File: src/rtl/grd_pkg.sv
package grd_pkg;

    localparam int GRD_W     = 64;
    localparam int GRD_NW    = 16;
    localparam int GRD_BYTE  = 8;

    localparam logic [GRD_NW-1:0] GRD_POLY_N = 16'h8BB7;
    localparam logic [GRD_W-1:0]  GRD_POLY_W = 64'h9A6C9329AC4BC9B5;

    typedef enum logic {
        GRD_FMT_N = 1'b0,
        GRD_FMT_W = 1'b1
    } grd_fmt_e;

    typedef struct packed {
        logic [GRD_W-1:0] crc;
        grd_fmt_e         fmt;
    } grd_state_t;

    // One byte, MSB first, left-shifting register.
    function automatic logic [GRD_NW-1:0] grd_step_n(input logic [GRD_NW-1:0] c_in,
                                                     input logic [GRD_BYTE-1:0] b);
        logic [GRD_NW-1:0] c;
        logic fb;
        c = c_in;
        for (int i = GRD_BYTE - 1; i >= 0; i--) begin
            fb = c[GRD_NW-1] ^ b[i];
            c  = {c[GRD_NW-2:0], 1'b0};
            if (fb) c = c ^ GRD_POLY_N;
        end
        return c;
    endfunction

    // One byte, LSB first, right-shifting register.
    function automatic logic [GRD_W-1:0] grd_step_w(input logic [GRD_W-1:0] c_in,
                                                    input logic [GRD_BYTE-1:0] b);
        logic [GRD_W-1:0] c;
        logic fb;
        c = c_in;
        for (int i = 0; i < GRD_BYTE; i++) begin
            fb = c[0] ^ b[i];
            c  = c >> 1;
            if (fb) c = c ^ GRD_POLY_W;
        end
        return c;
    endfunction

endpackage

File: src/rtl/guard_step.sv
module guard_step
    import grd_pkg::*;
#(
    parameter int W = GRD_W,
    parameter int B = GRD_BYTE
) (
    input  logic [W-1:0] crc_in,
    input  logic [B-1:0] data,
    input  grd_fmt_e     fmt,
    output logic [W-1:0] crc_out
);
    localparam int PAD = W - GRD_NW;

    logic [W-1:0] nxt_w;
    logic [W-1:0] nxt_n;

    always_comb begin
        nxt_w = grd_step_w(crc_in, data);
        nxt_n = {{PAD{1'b0}}, grd_step_n(crc_in[GRD_NW-1:0], data)};
        crc_out = (fmt == GRD_FMT_W) ? nxt_w : nxt_n;
    end
endmodule

File: src/rtl/guard_seed.sv
module guard_seed
    import grd_pkg::*;
#(
    parameter int W = GRD_W
) (
    input  grd_fmt_e     fmt,
    input  logic         chain,
    input  logic [W-1:0] held,
    output logic [W-1:0] seed
);
    localparam int PAD = W - GRD_NW;

    always_comb begin
        unique case ({fmt == GRD_FMT_W, chain})
            2'b00:   seed = '0;
            2'b01:   seed = {{PAD{1'b0}}, held[GRD_NW-1:0]};
            2'b10:   seed = '1;
            default: seed = ~held;
        endcase
    end
endmodule

File: src/rtl/guard_crc_engine.sv
module guard_crc_engine
    import grd_pkg::*;
#(
    parameter int W = GRD_W,
    parameter int B = GRD_BYTE
) (
    input  logic         clk,
    input  logic         rst,
    input  logic         in_valid,
    input  logic         in_start,
    input  logic         in_last,
    input  logic [B-1:0] in_byte,
    input  logic         fmt_sel,
    input  logic         chain,
    output logic [W-1:0] out_guard,
    output logic         out_done
);
    grd_state_t   run_q;
    grd_fmt_e     res_fmt_q;
    grd_fmt_e     fmt_eff;
    logic [W-1:0] seed;
    logic [W-1:0] cur;
    logic [W-1:0] nxt;

    guard_seed #(.W(W)) u_seed (
        .fmt   (grd_fmt_e'(fmt_sel)),
        .chain (chain),
        .held  (out_guard),
        .seed  (seed)
    );

    always_comb begin
        fmt_eff = in_start ? grd_fmt_e'(fmt_sel) : run_q.fmt;
        cur     = in_start ? seed : run_q.crc;
    end

    guard_step #(.W(W), .B(B)) u_step (
        .crc_in  (cur),
        .data    (in_byte),
        .fmt     (fmt_eff),
        .crc_out (nxt)
    );

    always_ff @(posedge clk) begin
        if (rst) begin
            run_q     <= '{crc: '0, fmt: GRD_FMT_N};
            res_fmt_q <= GRD_FMT_N;
            out_guard <= '0;
            out_done  <= 1'b0;
        end else begin
            out_done <= in_valid && in_last;
            if (in_valid) begin
                run_q.crc <= nxt;
                run_q.fmt <= fmt_eff;
                if (in_last) begin
                    out_guard <= (fmt_eff == GRD_FMT_W) ? ~nxt : nxt;
                    res_fmt_q <= fmt_eff;
                end
            end
        end
    end

    p_done_after_last_r5: assert property (@(posedge clk) disable iff (rst)
        (in_valid && in_last) |=> out_done);

    p_done_cause_r5: assert property (@(posedge clk) disable iff (rst)
        out_done |-> $past(in_valid && in_last));

    p_guard_hold_r6: assert property (@(posedge clk) disable iff (rst)
        !out_done |-> $stable(out_guard));

    p_narrow_clean_r1: assert property (@(posedge clk) disable iff (rst)
        (out_done && res_fmt_q == GRD_FMT_N) |-> (out_guard[W-1:GRD_NW] == '0));

    p_idle_ignored_r8: assert property (@(posedge clk) disable iff (rst)
        !in_valid |=> ($stable(run_q) && $stable(out_guard)));

endmodule

File: config.mk
export PLATFORM = sky130hd
export DESIGN_NAME = guard_crc_engine
export DESIGN_NICKNAME = d
export VERILOG_FILES = /design/src/rtl/grd_pkg.sv /design/src/rtl/guard_step.sv /design/src/rtl/guard_seed.sv /design/src/rtl/guard_crc_engine.sv
export SDC_FILE = /design/constraint.sdc
export NUM_CORES = 1
export LEC_CHECK = 0
export ABC_AREA = 1
export CORE_ASPECT_RATIO = 1.4
export CORE_MARGIN = 2
export CORE_UTILIZATION = 50
export CTS_BUF_LIST = sky130_fd_sc_hd__clkbuf_4 sky130_fd_sc_hd__clkbuf_8
export CTS_CLUSTER_SIZE = 25
export DETAILED_ROUTE_END_ITERATION = 8
export PLACE_DENSITY = 0.73
export SLEW_MARGIN = 20
export SYNTH_ARGS = -nofsm -noshare
export SYNTH_HDL_FRONTEND = slang
export SYNTH_SLANG_ARGS = --single-unit
File: constraint.sdc
create_clock -name clk -period 2.79 [get_ports clk]
set_input_delay 0.279 -clock clk [delete_from_list [all_inputs] [get_ports clk]]
set_output_delay 0.279 -clock clk [all_outputs]
set_load 0.01 [all_outputs]
### Word-level counts from Yosys, hierarchy flattened

Cells that the tools add are included.

| word-level totals | value |
|---|---|
| register bits | 130 |
| bits of input ports | 15 |
| word-level logic and storage cells | 64 |
| output and inout bits | 65 |

| operators by class | value |
|---|---|
| eq/ne operators | 2 |
| muxes and demuxes | 21 |
| reductions and logical operators | 3 |
| bitwise gates (word level) | 34 |

Operators by type and width:

| operator | number |
|---|---|
| 64-bit 2-to-1 mux | 11 |
| 31-bit NOT with 32-bit output | 8 |
| 64-bit one-hot mux with 3 select lines | 1 |
| 16-bit 2-to-1 mux | 8 |
| 64-bit NOT | 2 |
| 10-bit NOT | 8 |
| 1-bit XOR | 16 |
| 2-bit by 1-bit equality test with 1-bit output (second input constant) | 1 |
| 2-bit equality test (second input constant) | 1 |
| 2-bit logical NOT | 1 |
| 2-bit AND reduction | 1 |
| 1-bit logical AND | 1 |
| 1-bit 2-to-1 mux | 1 |

### Logic depth before layout (Yosys ltp)

| logic depth | value |
|---|---|
| depth after elaboration | 22 |
| mapped depth | 26 |
| mapped depth without buffers | 25 |

### Cells and area by module

Synthesis repeated with hierarchy kept, for this count alone.

| unflattened totals | value |
|---|---|
| cell total of the unflattened synthesis | 1689 |
| area, all modules | 10602.7 um2 |

By module, submodules not included:

| module | cells each | instances | area each (um2) | sequential area each (um2) |
|---|---|---|---|---|
| guard_crc_engine | 1042 | 1 | 6462.4 | 2602.5 |
| guard_step | 514 | 1 | 3148.0 | 0.0 |
| guard_seed | 133 | 1 | 992.2 | 0.0 |

### Worst setup path before layout

OpenSTA, ideal clock, no wires.

| timing path | value |
|---|---|
| path type | in2reg |
| start | in in_start |
| end | reg out_guard[3] |
| path buffers | 2 |
| stages | 22 |
| required time | 2.658 ns |
| setup time | 0.132 ns |
| path slack | 0.126 ns |
| arrival | 2.532 ns |
| path through | buf_6 > nand2_4 > nor2_1 > nor2_2 > nand2_2 > or2_4 > nand2_8 > nand2_1 > nand2_2 > nand2_2 > nand2_4 > nand2_4 > nand2_2 > nand2_2 > nand2_2 > nand2_4 > nand2_8 > buf_8 > nand2_1 > mux2_2 > nand2_1 > a21oi_1 |

| on the way | value |
|---|---|
| longest elaborated chain between the ends | 19 |
| elaborated cells on any way between the ends | 49 |
| classes of those cells | mux (20); bitwise (29) |

Ends and longest elaborated chain:

| what | RTL line | text |
|---|---|---|
| start: declaration | guard_crc_engine.sv:10 | `input logic in_start,` |
| 64-bit 2-to-1 mux | guard_crc_engine.sv:34 | `cur = in_start ? seed : run_q.crc;` |
| 1-bit XOR, or another cell as far along | grd_pkg.sv:27 | `fb = c[GRD_NW-1] ^ b[i];` |
| 16-bit 2-to-1 mux or 64-bit 2-to-1 mux (tied branches) | grd_pkg.sv:29, grd_pkg.sv:43 |  |
| 1-bit XOR (on tied branches) | grd_pkg.sv:27, grd_pkg.sv:41 |  |
| 16-bit 2-to-1 mux or 64-bit 2-to-1 mux (tied branches) | grd_pkg.sv:29, grd_pkg.sv:43 |  |
| 1-bit XOR (on tied branches) | grd_pkg.sv:27, grd_pkg.sv:41 |  |
| 16-bit 2-to-1 mux or 64-bit 2-to-1 mux (tied branches) | grd_pkg.sv:29, grd_pkg.sv:43 |  |
| 1-bit XOR (on tied branches) | grd_pkg.sv:27, grd_pkg.sv:41 |  |
| [2 not listed] | -- |  |
| 16-bit 2-to-1 mux or 64-bit 2-to-1 mux (tied branches) | grd_pkg.sv:29, grd_pkg.sv:43 |  |
| 1-bit XOR, or another cell as far along | grd_pkg.sv:27 |  |
| 16-bit 2-to-1 mux or 64-bit 2-to-1 mux (tied branches) | grd_pkg.sv:29, grd_pkg.sv:43 |  |
| 1-bit XOR, or another cell as far along | grd_pkg.sv:27 |  |
| 16-bit 2-to-1 mux or 64-bit 2-to-1 mux (tied branches) (2 in series) | grd_pkg.sv:29, grd_pkg.sv:43 |  |
| 64-bit 2-to-1 mux | guard_step.sv:20 | `crc_out = (fmt == GRD_FMT_W) ? nxt_w : nxt_n;` |
| 64-bit NOT | guard_crc_engine.sv:56 | `out_guard <= (fmt_eff == GRD_FMT_W) ? ~nxt : nxt;` |
| 64-bit 2-to-1 mux (*) | guard_crc_engine.sv:56 |  |
| end signal: assignment | guard_crc_engine.sv:56 |  |
| end: declaration | guard_crc_engine.sv:15 | `output logic [W-1:0] out_guard,` |

Mark *: on every way between the ends. The rest lies on a longest branch, timed or not.
A chain may end at the register's enable or synchronous reset.

### Worst setup path in the final report

| timing path | value |
|---|---|
| start | reg out_guard[0] |
| end | reg out_guard[41] |

| on the way | value |
|---|---|
| longest elaborated chain between the ends | 22 |
| elaborated cells on any way between the ends | 29 |
| classes of those cells | mux (12); bitwise (17) |

Ends and longest elaborated chain:

| what | RTL line | text |
|---|---|---|
| 64-bit NOT | guard_seed.sv:18 | `default: seed = ~held;` |
| 64-bit one-hot mux with 3 select lines (*) | guard_seed.sv:14 | `unique case ({fmt == GRD_FMT_W, chain})` |
| 64-bit 2-to-1 mux (*) | guard_crc_engine.sv:34 |  |
| 1-bit XOR (*) | grd_pkg.sv:41 | `fb = c[0] ^ b[i];` |
| 64-bit 2-to-1 mux (*) | grd_pkg.sv:43 | `if (fb) c = c ^ GRD_POLY_W;` |
| 1-bit XOR | grd_pkg.sv:41 |  |
| 64-bit 2-to-1 mux (*) | grd_pkg.sv:43 |  |
| 1-bit XOR | grd_pkg.sv:41 |  |
| [6 not listed] | -- |  |
| 64-bit 2-to-1 mux (*) | grd_pkg.sv:43 |  |
| 1-bit XOR | grd_pkg.sv:41 |  |
| 64-bit 2-to-1 mux (*) | grd_pkg.sv:43 |  |
| 1-bit XOR | grd_pkg.sv:41 |  |
| 64-bit 2-to-1 mux (*) | grd_pkg.sv:43 |  |
| 64-bit 2-to-1 mux (*) | guard_step.sv:20 |  |
| 64-bit NOT | guard_crc_engine.sv:56 |  |
| 64-bit 2-to-1 mux (*) | guard_crc_engine.sv:56 |  |

Marks and branches as above.

==> reports/metrics.cfg <==
[run_status]
status = complete, no violations

[pwr]
power_density_nw_per_um2 = 1170
p_leak_uw = 0.00527
peakVddDrop_mv = 0.644

[setup_path]
cp-start-kind = flip-flop
critPathLaunch = out_guard[0]$_SDFFE_PP0P_
cp-end-kind = flip-flop
r2r-start = out_guard[0]$_SDFFE_PP0P_
crit_required_ns = 3.13
crit_type = flip-flop to flip-flop
cp.arrival_ns = 3.11
reg2reg_depth = 20
path_max_fanout = 7

[synth]
mappedNetlistArea_um2 = 9060
yosysUniqueCellTypes = 49
ys_ff_latch = 130
yosysWarnings = 0
ys_seq_area_frac = 0.287
syn_inst = 1291
avgSynthCellArea_um2 = 7.02
ys.flop_type = dfxtp_1
synth_edf_count = 0
synth_nets = 1306
ys_async_sr_fraction = 0

[sta]
rsz0062_at_grt = yes
finalCritPeriodShare = 0.993
final_hold_viol_count = 0
tightest_slew_ns = 0.783
fin_ws_ns = 0.0189
setup_violations = 0
finalCriticalPeriod_ns = 2.77
whs_ns = 0.267
skew_ns = 0.0192
relSlewSlack = 0.478
drv_slew = 0
max_freq_ghz = 0.361

[clock_tree]
cts_tree = built
cts_hold_buf = 0
cts-root-buf = clkbuf_8
cts_made_buffers = 17
htreeDepth = 4
clk_transition_reported_paths_ns = 0.09
insertion_delay_ns = 0.47
clock-sinks = 130
clk_path_buf_depth = 2

[final_layout]
fill_cells = 1468
area_growth_pct = 35.7
final_cells = 1763
layout-drive-gt1-share = 0.260
final_area_um2 = 12300
final_core_util = 0.689
finalNetCount = 1525
diodes = 0

[routing]
first_pass_iters = 6
drc = 0
num_vias = 9728
post_drt_via_cell_ratio = 5.52
wire_per_inst_um = 18.1
wl_um = 31900
first_iter_violations = 1007
detail-route-antenna-nets = 0

[placement]
numPortBuffers = 79
post-place-ws_ns = -0.721
place_area_um2 = 11100
place_hpwl_um = 21700
placedCellCount = 1703
gp_congestion = 0.977

[floorplan]
die_area_um2 = 19200
io_pins = 80
rows = 58
start_util = 0.508
core_area_um2 = 17900
dieWidth_um = 118
die_y_um = 163

[hold_path]
hp-start = rst
whs_path_depth = 2
hp-class = input port to flip-flop

[global_route]
track_usage = 0.316
grt_pass1_vias = 9174
grt_pass1_wl_um = 48000
grt.overflow.total = 0
antenna_found_initial = 0
grt_max_degree = 79

[run]
max_cap_viol_count = 0

cell type report:
type                       count  area [um2]  area share
clock buffer                  19         262      0.0213
clock inverter                13         219      0.0178
inverter                      81         318      0.0258
multi-input combinational   1008        6200       0.504
sequential                   130        2610       0.212
tap                          240         300      0.0244
timing repair buffer         272        2390       0.194
synth_stat cells (6+ instances only):
cell type | instances | area, um2
nand2_4 | 17 | 191
nand2_1 | 355 | 1330
nor2_1 | 29 | 109
or2_2 | 18 | 113
nand2_8 | 6 | 120
dfxtp_1 | 130 | 2600
inv_1 | 68 | 255
nand3_1 | 85 | 425
xor2_1 | 108 | 946
or2_1 | 11 | 68.8
xor2_2 | 12 | 195
nand3_2 | 8 | 80.1
o21ai_0 | 25 | 125
buf_2 | 6 | 30.0
nand2_2 | 21 | 131
a21oi_1 | 219 | 1100
buf_1 | 10 | 37.5
clkbuf_1 | 46 | 173
inv_2 | 9 | 33.8
xnor2_1 | 48 | 420
worst max-delay path, cell delays in order, from the launching register on:
cell	delay (ns)
dfxtp_4	0.37
nand2_4	0.09
inv_4	0.05
a21oi_4	0.17
nand3_2	0.11
nand2_4	0.13
buf_4	0.15
xor2_4	0.24
inv_2	0.10
nand2_2	0.10
nand2_4	0.08
inv_4	0.10
nand2_8	0.07
nand2_8	0.11
buf_12	0.11
nand2_8	0.09
nand2_8	0.15
xor2_1	0.20
inv_1	0.07
nand2_1	0.06
a21oi_1	0.06
per-stage QoR:
step | setup TNS [ns] | power (uW)
5_1_grt | -2.88 | 15200
3_3_place_gp | -62.60 | 10800
6_report | 0 | 14400
3_5_place_dp | -67.49 | 10900
2_1_floorplan | 0 | 8040
4_1_cts | 0 | 13200
routing by layer:
metal	track usage	wire length, um
met4	0.166	1880
met3	0.0412	2030
met2	0.578	16100
met5	0	0
met1	0.356	11800
where the power goes:
part           switching [uW]  internal (uW)  leakage [uW]  total [uW]
clock network             849           1130      0.000238        1980
registers                 224           2180       0.00106        2410
logic                    5730           4280       0.00398       10000
kinds of logic (layout without fill, tap and decap cells):
group	Yosys count	after routing	share of synthesized area
compound gates	272	272	0.159
xor+xnor	172	172	0.183
buf+inv	155	385	0.0754
flops	130	130	0.287
mux	1	1	0.00124
simple gates	561	563	0.295
worst paths after layout:
path	to	slack, ns
hold / removal	out_guard[47]$_SDFFE_PP0P_	0.27
hold reg to reg	run_q[56]$_SDFFE_PP0P_	0.47
setup reg to reg	out_guard[41]$_SDFFE_PP0P_	0.02
setup / recovery	out_guard[41]$_SDFFE_PP0P_	0.02
what timing repair did:
item,CTS,global route
cloned,1,1
setup endpoints to repair,95,101
gates resized for setup,8,83
pin swaps,4,25
buffers inserted,4,22
cells in the final DEF, fill, tap and decap left out, drive strengths merged, types with 31 or more instances in the layout:
cell type and count:
a21oi 221, buf 195, clkdlybuf4s50 75, dfxtp 130
inv 84, nand2 401, nand3 95, nor2 31
or2 31, xnor2 50, xor2 121
sequential cells by signal (all words and copies together), names as in the netlist:
| signal | cells |
|---|---|
| run_q | 65 |
| out_guard | 64 |
| out_done | 1 |
Power figures use the tool's default switching activity.
